File: config.mk
export PLATFORM = sky130hd
export DESIGN_NAME = row_overhead_seq
export DESIGN_NICKNAME = d
export VERILOG_FILES = /design/src/rtl/rowseq_pkg.sv /design/src/rtl/rowseq_downcnt.sv /design/src/rtl/rowseq_cfg.sv /design/src/rtl/row_overhead_seq.sv
export SDC_FILE = /design/constraint.sdc
export NUM_CORES = 1
export LEC_CHECK = 0
export ABC_CLOCK_PERIOD_IN_PS = 1800
export BUFFER_PORTS_ARGS = -buffer_cell sky130_fd_sc_hd__buf_2
export CAP_MARGIN = 20
export CELL_PAD_IN_SITES_DETAIL_PLACEMENT = 0
export CELL_PAD_IN_SITES_GLOBAL_PLACEMENT = 2
export CORE_UTILIZATION = 30
export CTS_CLUSTER_DIAMETER = 200
export DETAILED_ROUTE_END_ITERATION = 10
export PLACE_DENSITY_LB_ADDON = 0.1
export SETUP_SLACK_MARGIN = 0.5
export SKIP_CTS_REPAIR_TIMING = 1
export SYNTH_ARGS = -nofsm -noshare
export SYNTH_HDL_FRONTEND = slang
export SYNTH_SLANG_ARGS = --single-unit
File: constraint.sdc
create_clock -name clk -period 1.8 [get_ports clk]
set_input_delay 0.18 -clock clk [delete_from_list [all_inputs] [get_ports clk]]
set_output_delay 0.18 -clock clk [all_outputs]
set_load 0.01 [all_outputs]
File: src/rtl/rowseq_pkg.sv
package rowseq_pkg;

  typedef enum logic [2:0] {
    ST_IDLE,
    ST_RUN,
    ST_SETTLE,
    ST_AVG,
    ST_GUARD,
    ST_READY
  } seq_state_t;

endpackage

File: src/rtl/rowseq_downcnt.sv
module rowseq_downcnt #(
  parameter int W = 8
) (
  input  logic         clk,
  input  logic         rst,
  input  logic         load,
  input  logic [W-1:0] load_val,
  output logic         active,
  output logic         last
);
  localparam logic [W-1:0] ONE = W'(1);

  logic [W-1:0] cnt_q;

  always_ff @(posedge clk) begin
    if (rst)                cnt_q <= '0;
    else if (load)          cnt_q <= load_val;
    else if (cnt_q != '0)   cnt_q <= cnt_q - ONE;
  end

  assign active = (cnt_q != '0);
  assign last   = (cnt_q == ONE);

endmodule

File: src/rtl/rowseq_cfg.sv
module rowseq_cfg #(
  parameter int CNT_W    = 8,
  parameter int HOLD_MIN = 10,
  parameter int HOLD_MAX = 20
) (
  input  logic             mode_short,
  input  logic [CNT_W-1:0] strobe_len,
  input  logic [CNT_W-1:0] hold_len,
  input  logic             avg_en,
  input  logic [CNT_W-1:0] avg_len,
  output logic [CNT_W-1:0] strobe_eff,
  output logic [CNT_W-1:0] hold_eff,
  output logic [CNT_W-1:0] avg_eff,
  output logic             avg_use,
  output logic             cfg_bad
);
  localparam logic [CNT_W-1:0] HMIN = CNT_W'(HOLD_MIN);
  localparam logic [CNT_W-1:0] HMAX = CNT_W'(HOLD_MAX);
  localparam logic [CNT_W-1:0] ONE  = CNT_W'(1);

  function automatic logic [CNT_W-1:0] floor_one(input logic [CNT_W-1:0] v);
    return (v == '0) ? ONE : v;
  endfunction

  function automatic logic [CNT_W-1:0] clamp_hold(input logic [CNT_W-1:0] v);
    if (v < HMIN)      return HMIN;
    else if (v > HMAX) return HMAX;
    else               return v;
  endfunction

  function automatic logic hold_out_of_range(input logic [CNT_W-1:0] v);
    return (v < HMIN) || (v > HMAX);
  endfunction

  assign strobe_eff = floor_one(strobe_len);
  assign avg_eff    = floor_one(avg_len);
  assign hold_eff   = clamp_hold(hold_len);
  assign avg_use    = avg_en && mode_short;
  assign cfg_bad    = (mode_short && hold_out_of_range(hold_len)) ||
                      (!mode_short && avg_en);

  always_comb begin
    AST_HOLD_IN_RANGE: assert (hold_eff >= HMIN && hold_eff <= HMAX);
    AST_STROBE_NONZERO: assert (strobe_eff != '0 && avg_eff != '0);
  end

endmodule

File: src/rtl/row_overhead_seq.sv
module row_overhead_seq
  import rowseq_pkg::*;
#(
  parameter int CNT_W    = 8,
  parameter int HOLD_MIN = 10,
  parameter int HOLD_MAX = 20
) (
  input  logic             clk,
  input  logic             rst,
  input  logic             line_start,
  input  logic             mode_short,
  input  logic [CNT_W-1:0] strobe_len,
  input  logic [CNT_W-1:0] settle_len,
  input  logic [CNT_W-1:0] hold_len,
  input  logic             avg_en,
  input  logic [CNT_W-1:0] avg_len,
  output logic             precharge,
  output logic             rowdesel,
  output logic             sh_ctrl,
  output logic             avg_strobe,
  output logic             readout_ready,
  output logic             busy,
  output logic             cfg_err
);

  seq_state_t state_q, state_d;

  logic [CNT_W-1:0] strobe_eff, hold_eff, avg_eff;
  logic             avg_use, cfg_bad;

  logic             mode_short_q, avg_use_q;
  logic [CNT_W-1:0] settle_q, avg_q;
  logic             out_en_q, cfg_err_q;

  logic             seq_accept, run_done, main_load;
  logic [CNT_W-1:0] hold_load_val, main_val;
  logic             strb_active, strb_last;
  logic             hold_active, hold_last;
  logic             main_active, main_last;

  rowseq_cfg #(
    .CNT_W(CNT_W), .HOLD_MIN(HOLD_MIN), .HOLD_MAX(HOLD_MAX)
  ) u_cfg (
    .mode_short (mode_short),
    .strobe_len (strobe_len),
    .hold_len   (hold_len),
    .avg_en     (avg_en),
    .avg_len    (avg_len),
    .strobe_eff (strobe_eff),
    .hold_eff   (hold_eff),
    .avg_eff    (avg_eff),
    .avg_use    (avg_use),
    .cfg_bad    (cfg_bad)
  );

  assign seq_accept    = (state_q == ST_IDLE) && line_start;
  assign hold_load_val = mode_short ? hold_eff : '0;

  rowseq_downcnt #(.W(CNT_W)) u_strobe_cnt (
    .clk(clk), .rst(rst), .load(seq_accept), .load_val(strobe_eff),
    .active(strb_active), .last(strb_last)
  );

  rowseq_downcnt #(.W(CNT_W)) u_hold_cnt (
    .clk(clk), .rst(rst), .load(seq_accept), .load_val(hold_load_val),
    .active(hold_active), .last(hold_last)
  );

  assign run_done  = (state_q == ST_RUN) &&
                     (!strb_active || strb_last) &&
                     (!hold_active || hold_last);
  assign main_val  = mode_short_q ? avg_q : settle_q;
  assign main_load = run_done && (mode_short_q ? avg_use_q : (settle_q != '0));

  rowseq_downcnt #(.W(CNT_W)) u_main_cnt (
    .clk(clk), .rst(rst), .load(main_load), .load_val(main_val),
    .active(main_active), .last(main_last)
  );

  always_comb begin
    state_d = state_q;
    unique case (state_q)
      ST_IDLE:   if (line_start) state_d = ST_RUN;
      ST_RUN: begin
        if (run_done) begin
          if (mode_short_q) state_d = avg_use_q ? ST_AVG : ST_READY;
          else              state_d = (settle_q != '0) ? ST_SETTLE : ST_READY;
        end
      end
      ST_SETTLE: if (main_last) state_d = ST_READY;
      ST_AVG:    if (main_last) state_d = ST_GUARD;
      ST_GUARD:  state_d = ST_READY;
      ST_READY:  state_d = ST_IDLE;
      default:   state_d = ST_IDLE;
    endcase
  end

  always_ff @(posedge clk) begin
    if (rst) begin
      state_q      <= ST_IDLE;
      mode_short_q <= 1'b0;
      avg_use_q    <= 1'b0;
      settle_q     <= '0;
      avg_q        <= '0;
      out_en_q     <= 1'b0;
      cfg_err_q    <= 1'b0;
    end else begin
      state_q  <= state_d;
      out_en_q <= 1'b1;
      if (seq_accept) begin
        mode_short_q <= mode_short;
        avg_use_q    <= avg_use;
        settle_q     <= settle_len;
        avg_q        <= avg_eff;
        if (cfg_bad) cfg_err_q <= 1'b1;
      end
    end
  end

  assign precharge     = strb_active;
  assign rowdesel      = strb_active;
  assign sh_ctrl       = out_en_q && (!mode_short_q || hold_active);
  assign avg_strobe    = (state_q == ST_AVG);
  assign readout_ready = (state_q == ST_READY);
  assign busy          = (state_q != ST_IDLE);
  assign cfg_err       = cfg_err_q;

  AST_STROBE_ON_ACCEPT: assert property (@(posedge clk) disable iff (rst)
    seq_accept |=> (precharge && rowdesel && busy));
  AST_SHORT_SH_WITH_STROBE: assert property (@(posedge clk) disable iff (rst)
    (seq_accept && mode_short) |=> (sh_ctrl && precharge));
  AST_SETTLE_SH_HIGH: assert property (@(posedge clk) disable iff (rst)
    (state_q == ST_SETTLE) |-> (sh_ctrl && !precharge && main_active));
  AST_AVG_AFTER_HOLD: assert property (@(posedge clk) disable iff (rst)
    avg_strobe |-> (!sh_ctrl && !precharge));
  AST_NO_AVG_FULL: assert property (@(posedge clk) disable iff (rst)
    !mode_short_q |-> !avg_strobe);
  AST_READY_ONE_CYCLE: assert property (@(posedge clk) disable iff (rst)
    readout_ready |=> (!readout_ready && !busy));
  AST_ERR_STICKY: assert property (@(posedge clk) disable iff (rst)
    cfg_err |=> cfg_err);
  AST_IGNORE_WHEN_BUSY: assert property (@(posedge clk) disable iff (rst)
    (busy && line_start && !readout_ready) |=> busy);

endmodule

Word level (Yosys, flattened, before mapping)
Cells that the tools add are included.

Add/sub/neg operators: 3. Order comparisons: 2. Eq/ne operators: 12. Mux-type cells: 22. Reduce and logical (&&, ||, !) cells: 30.

Operator list (number): $mux 8 (12); $reduce_bool 8->1 (4); $eq 8x1->1 const B (3); $sub 8x1->8 const B (3); $mux 3 (7); $logic_not 8->1 (2); $pmux 3 s5 (1); $gt 8x5->1 const B (1); $logic_and 1x1->1 (8); $lt 8x4->1 const B (1); $eq 3x2->1 const B (2); $eq 3x3->1 const B (2); $ne 2x2->1 const B (3); $reduce_bool 2->1 (3); $logic_or 1x1->1 (5); $logic_not 1->1 (4); $reduce_and 4->1 (1); $eq 3x1->1 const B (1); $logic_not 3->1 (1); $reduce_bool 3->1 (1); $mux 1 (2); $ne 2x1->1 const B (1); $reduce_and 2->1 (1).

Bits in registers: 47. Input port bits: 37. Output and inout bits: 7. Logic and storage cells: 79.

Depth between registers and ports, before layout
Depth in word-level cells: 7. Mapped depth: 6. Gate-level depth less buffers: 6.

Modules after synthesis
Synthesis repeated with hierarchy kept, for this count alone.

Cell total of the unflattened synthesis: 360. Area total of the unflattened synthesis: 2832.7 um2.

By module, submodules not included: rowseq_downcnt (times used 3, cells an instance 58, area an instance 496.7 um2, sequential area each 160.2 um2); row_overhead_seq (times used 1, cells an instance 143, area an instance 1122.3 um2, sequential area each 460.4 um2); rowseq_cfg (times used 1, cells an instance 43, area an instance 220.2 um2, sequential area each 0.0 um2).

Worst setup path before layout
OpenSTA, ideal clock, no wires.

Path kind: reg-to-reg. Start point: reg settle_q[3]. End point: reg u_main_cnt.cnt_q[3]. Setup time: 0.121 ns. Arrival time: 1.711 ns. Data required time: 1.679 ns. Path slack: -0.032 ns. Cell stages (with the launch flop): 6. Buffers on the path: 1. Clock period less this slack: 1.832 ns. Cell sequence: dfxtp_1 or4_1 o31ai_1 or4_1 buf_4 mux2_4.

Longest elaborated chain between the ends: 4. Elaborated cells between the ends (all ways): 6. Classes of those cells: mux: 3; reduce/logical: 3.

RTL lines: from (decl) (RTL line row_overhead_seq.sv:32) `logic [CNT_W-1:0] settle_q, avg_q;`; from (signal assigned) (RTL line row_overhead_seq.sv:113) `settle_q <= settle_len;`; $reduce_bool 8->1 (RTL line row_overhead_seq.sv:73) `assign main_load = run_done && (mode_short_q ? avg_use_q : (settle_q != '0));`; $mux 1 (RTL line row_overhead_seq.sv:73); $logic_and 1x1->1 (RTL line row_overhead_seq.sv:73); $mux 8 or $reduce_bool 2->1 (tied branches); to (signal assigned) (RTL line rowseq_downcnt.sv:17) `else if (load) cnt_q <= load_val;`; to (signal assigned) (RTL line rowseq_downcnt.sv:18) `else if (cnt_q != '0) cnt_q <= cnt_q - ONE;`; to (decl) (RTL line rowseq_downcnt.sv:13) `logic [W-1:0] cnt_q;`.

Several ways; a longest one is shown, not always the timed one. A chain may end at the register's enable or synchronous reset.

Worst setup path in the final report
Start point: reg u_strobe_cnt.cnt_q[4]. End point: reg u_main_cnt.cnt_q[5].

Longest elaborated chain between the ends: 7. Elaborated cells between the ends (all ways): 9. Classes of those cells: eq/ne: 1; mux: 1; reduce/logical: 7.

RTL lines: from (decl) (RTL line rowseq_downcnt.sv:13); from (signal assigned) (RTL line rowseq_downcnt.sv:17); from (signal assigned) (RTL line rowseq_downcnt.sv:18); $reduce_bool 8->1 (RTL line rowseq_downcnt.sv:21) `assign active = (cnt_q != '0);`; $logic_not 1->1 (RTL line row_overhead_seq.sv:70) `(!strb_active || strb_last) &&`; $logic_or 1x1->1 (*) (RTL line row_overhead_seq.sv:70); $logic_and 1x1->1 (*) (RTL line row_overhead_seq.sv:69) `assign run_done = (state_q == ST_RUN) &&`; $logic_and 1x1->1 (*) (RTL line row_overhead_seq.sv:70); $logic_and 1x1->1 (*) (RTL line row_overhead_seq.sv:73); $mux 8 or $reduce_bool 2->1 (tied branches).

Every way passes the cells marked *; elsewhere a longest branch is shown, timed or not.

==> impl_metrics.ini <==
[setup_path]
criticalPathCategory = flip-flop to flip-flop
crit_start = u_strobe_cnt.cnt_q[4]
cp_slowest_stage_delay_ns = 0.46
endpoint = u_main_cnt.cnt_q[5]
r2r_start = u_strobe_cnt.cnt_q[4]
start_kind = flip-flop
crit_path_cell_trace = nor4_4 -> nand4_1 -> or4_4 -> buf_12 -> mux2_4
worstReg2RegEnd = u_main_cnt.cnt_q[5]
critPathRequiredTime_ns = 1.98
r2r_cells = 5
r2r_slack_ns = -0.11
path_max_fanout = 9
critical-path-slowest-cell = or4_4
cp-end-kind = flip-flop
cp.arrival_ns = 2.10

[global_routing]
antenna_found_initial = 0
grt-ovfl-total = 0
met1_usage_pct = 23.5
grt_util_all_layers_pct = 16.2
grt_max_degree = 38
grt_pass1_vias = 2601
grt_use_met2_pct = 25.0
grt_busiest_layer = met2
met3_usage_pct = 2.60
grt_pass1_wl_mm = 12.6

[floorplan]
die_x_um = 96.6
start_util_pct = 30.9
die_h_um = 96.6
row_count = 34
core_area_um2 = 8680
ioPinCount = 44
die_area_um2 = 9330

[placement]
place_hpwl_mm = 5.52
portBuffers = 43
place_area_um2 = 3460
routabilityCongestion = 0.782

[sta]
rsz0062_at_grt = yes
setup_violations = 9
setup_ws_ns = -0.115
layout_min_cycle_time_ns = 1.91
fin_tns_setup_ns = -0.776
finalHoldViolCount = 0
clock-skew-final_ns = 0.0177
worst_pin_slew_ns = 0.519
slew_violations = 0
slew_headroom_pct = 64.9
fin_crit_sh_pct = 106
max_freq_mhz = 522

[cts]
root_buffer = clkbuf_8
cts.sinks = 47
cts-buffers-inserted = 5
tritoncts = yes
htree_num_levels = 2
clock_path_buffers = 2
path_clk_slew_ns = 0.09
worst_skew_pair.late_latency_ns = 0.30

[cells_and_area]
stdcell_area_um2 = 4330
area_growth_pct = 61.2
antenna_cells = 0
layout.nets = 474
drive_above_1_share_pct = 52.9

[run_status]
outcome = finished, violations left
violations = negative setup slack

[drt]
drt_pass1_iterations = 4
final_antenna_net_count = 0
wirelength_mm = 8.45
drc = 0
wl_per_cell_um = 15.7
drtIter0Drc = 64
vias = 2744
viasPerCell = 5.11

[power]
peakVddDrop_v = 0.000624
cellLeakagePower_nw = 1.84
powerDensity_nw_per_um2 = 1730

[logic_synthesis]
yosys.area_share.simple_pct = 26.1
synth_xor_area_share_pct = 2.61
synthAdderAreaFrac_pct = 4.57
ys_seq_area_share_pct = 35.0
yosysWarnings = 0
async_flop_share_pct = 0
synth_area_um2 = 2690
synth_cell_types = 52
syn_inst = 326
synth_top_family_by_area = simple AND/OR/NAND/NOR gates
synthMuxAreaShare_pct = 7.36
syn_nets = 372
synth_edf_count = 0
ys.flop_type = dfxtp_1
avgSynthCellArea_um2 = 8.24
synth-compound-area-share_pct = 19.4
synth_seq_cells = 47

[flow_run]
max_cap_viol_count = 0

[min_path]
min_path_type = input pin to flip-flop
==> stage by stage <==
stage / worst slack [ns] / power (W) / instances / utilization [%] / hold slack (ns)
floorplan: 0.0230 / 0.00408 / 326 / - / 0.309
global placement: -0.0771 / 0.00532 / 508 / 39.9 / 0.426
detailed placement: -0.108 / 0.00531 / 508 / 39.9 / 0.432
CTS: -0.181 / 0.00612 / 516 / 41.2 / 0.102
global route: -0.180 / 0.00806 / 537 / 49.9 / 0.112
finish: -0.115 / 0.00750 / 537 / 49.9 / 0.117
==> worst min path at each step <==
stage | from | endpoint | slack, ns | depth (start not counted)
after floorplan | strobe_len[5] | u_strobe_cnt.cnt_q[5] | 0.31 | 2
after global routing | settle_len[3] | settle_q[3] | 0.11 | 3
after CTS | strobe_len[5] | u_strobe_cnt.cnt_q[5] | 0.10 | 3
final | settle_len[6] | settle_q[6] | 0.12 | 3
after detailed placement | strobe_len[5] | u_strobe_cnt.cnt_q[5] | 0.43 | 3
after global placement | settle_len[6] | settle_q[6] | 0.43 | 3
==> worst max-delay path: cells and delay by family (launching register included) <==
family | cells | cell delay, ns
mux | 1 | 0.29
simple gates | 3 | 0.97
flops | 1 | 0.37
buf+inv | 1 | 0.16
==> metal layers <==
| metal | vias to the layer above | wire [um] |
|---|---|---|
| met3 | 5 | 196 |
| met2 | 41 | 3930 |
| met1 | 1293 | 4270 |
| met4 | 0 | 58 |
| li1 | 1405 | - |
| met5 | - | 0 |
==> layout make-up <==
class | count | area (um2)
inverters | 12 | 50.0
well taps | 108 | 135
fillers | 830 | 4350
flip-flops and latches | 47 | 965
clock buffers | 5 | 68.8
clock inverters | 3 | 46.3
repair buffers | 115 | 953
multi-input cells | 247 | 2110
==> flip-flops by register name, indices dropped and copies added, names as in the netlist <==
register / count
u_main_cnt.cnt_q: 8
u_hold_cnt.cnt_q: 8
state_q: 3
out_en_q: 1
u_strobe_cnt.cnt_q: 8
mode_short_q: 1
avg_use_q: 1
cfg_err: 1
avg_q: 8
settle_q: 8
==> synthesized netlist by cell type (2+ instances only) <==
master	instances	area, um2
nand2b_1	4	25.0
nor2_1	16	60.1
o21ai_1	2	10.0
buf_2	3	15.0
a211oi_1	4	30.0
ha_1	9	113
dfxtp_1	47	941
xnor2_1	4	35.0
o31ai_1	6	45.0
a31oi_1	3	18.8
nor4_1	5	31.3
mux2_2	2	22.5
o41ai_1	3	26.3
nor3b_1	4	30.0
mux2_4	5	75.1
buf_4	2	15.0
nand3_1	13	65.1
o211ai_1	3	22.5
inv_1	12	45.0
mux2i_1	10	100
clkbuf_1	14	52.6
nand2_1	41	154
or3_1	7	43.8
o21ai_0	11	55.1
or4b_1	3	30.0
and3_1	4	25.0
a21boi_0	2	15.0
nor2b_1	3	18.8
o221ai_1	2	17.5
xor2_1	4	35.0
or4_1	12	90.1
a221oi_1	3	26.3
a21oi_1	35	175
nor3_1	10	50.1
==> report_power, final <==
part	leakage [nW]	internal (W)	switching, W
Sequential	0.393	0.00142	0.000343
Clock	0.0548	0.000419	0.000377
Combinational	1.39	0.00268	0.00227
==> cell families after synthesis <==
logic type | after synthesis
flip-flops | 47
AO/OA/AOI/OAI | 83
XOR/XNOR | 8
buffers and inverters | 32
adder cells (fa/ha/maj) | 10
AND/OR/NAND/NOR | 129
multiplexers | 17
==> layout by cell type (no fill, tap or decap), types with 3 or more instances in the layout <==
cell,count
a21oi_1,16
a21oi_2,19
a31oi_1,3
and3_1,3
buf_12,4
buf_2,42
buf_4,47
buf_6,16
clkbuf_16,4
clkbuf_8,5
dfxtp_1,32
dfxtp_2,13
ha_1,5
ha_4,4
inv_1,7
inv_2,3
mux2_4,5
mux2i_1,10
nand2_1,21
nand2_4,19
nand2b_1,3
nand3_1,9
nand3_2,4
nor2_1,16
nor2b_1,3
nor3_1,9
nor3b_1,3
nor4_4,3
o211ai_1,3
o21ai_0,10
o21ai_1,3
o31ai_1,5
or3_1,6
or4_1,7
or4_4,5
xnor2_1,4
xor2_1,4
Power figures use the tool's default switching activity.
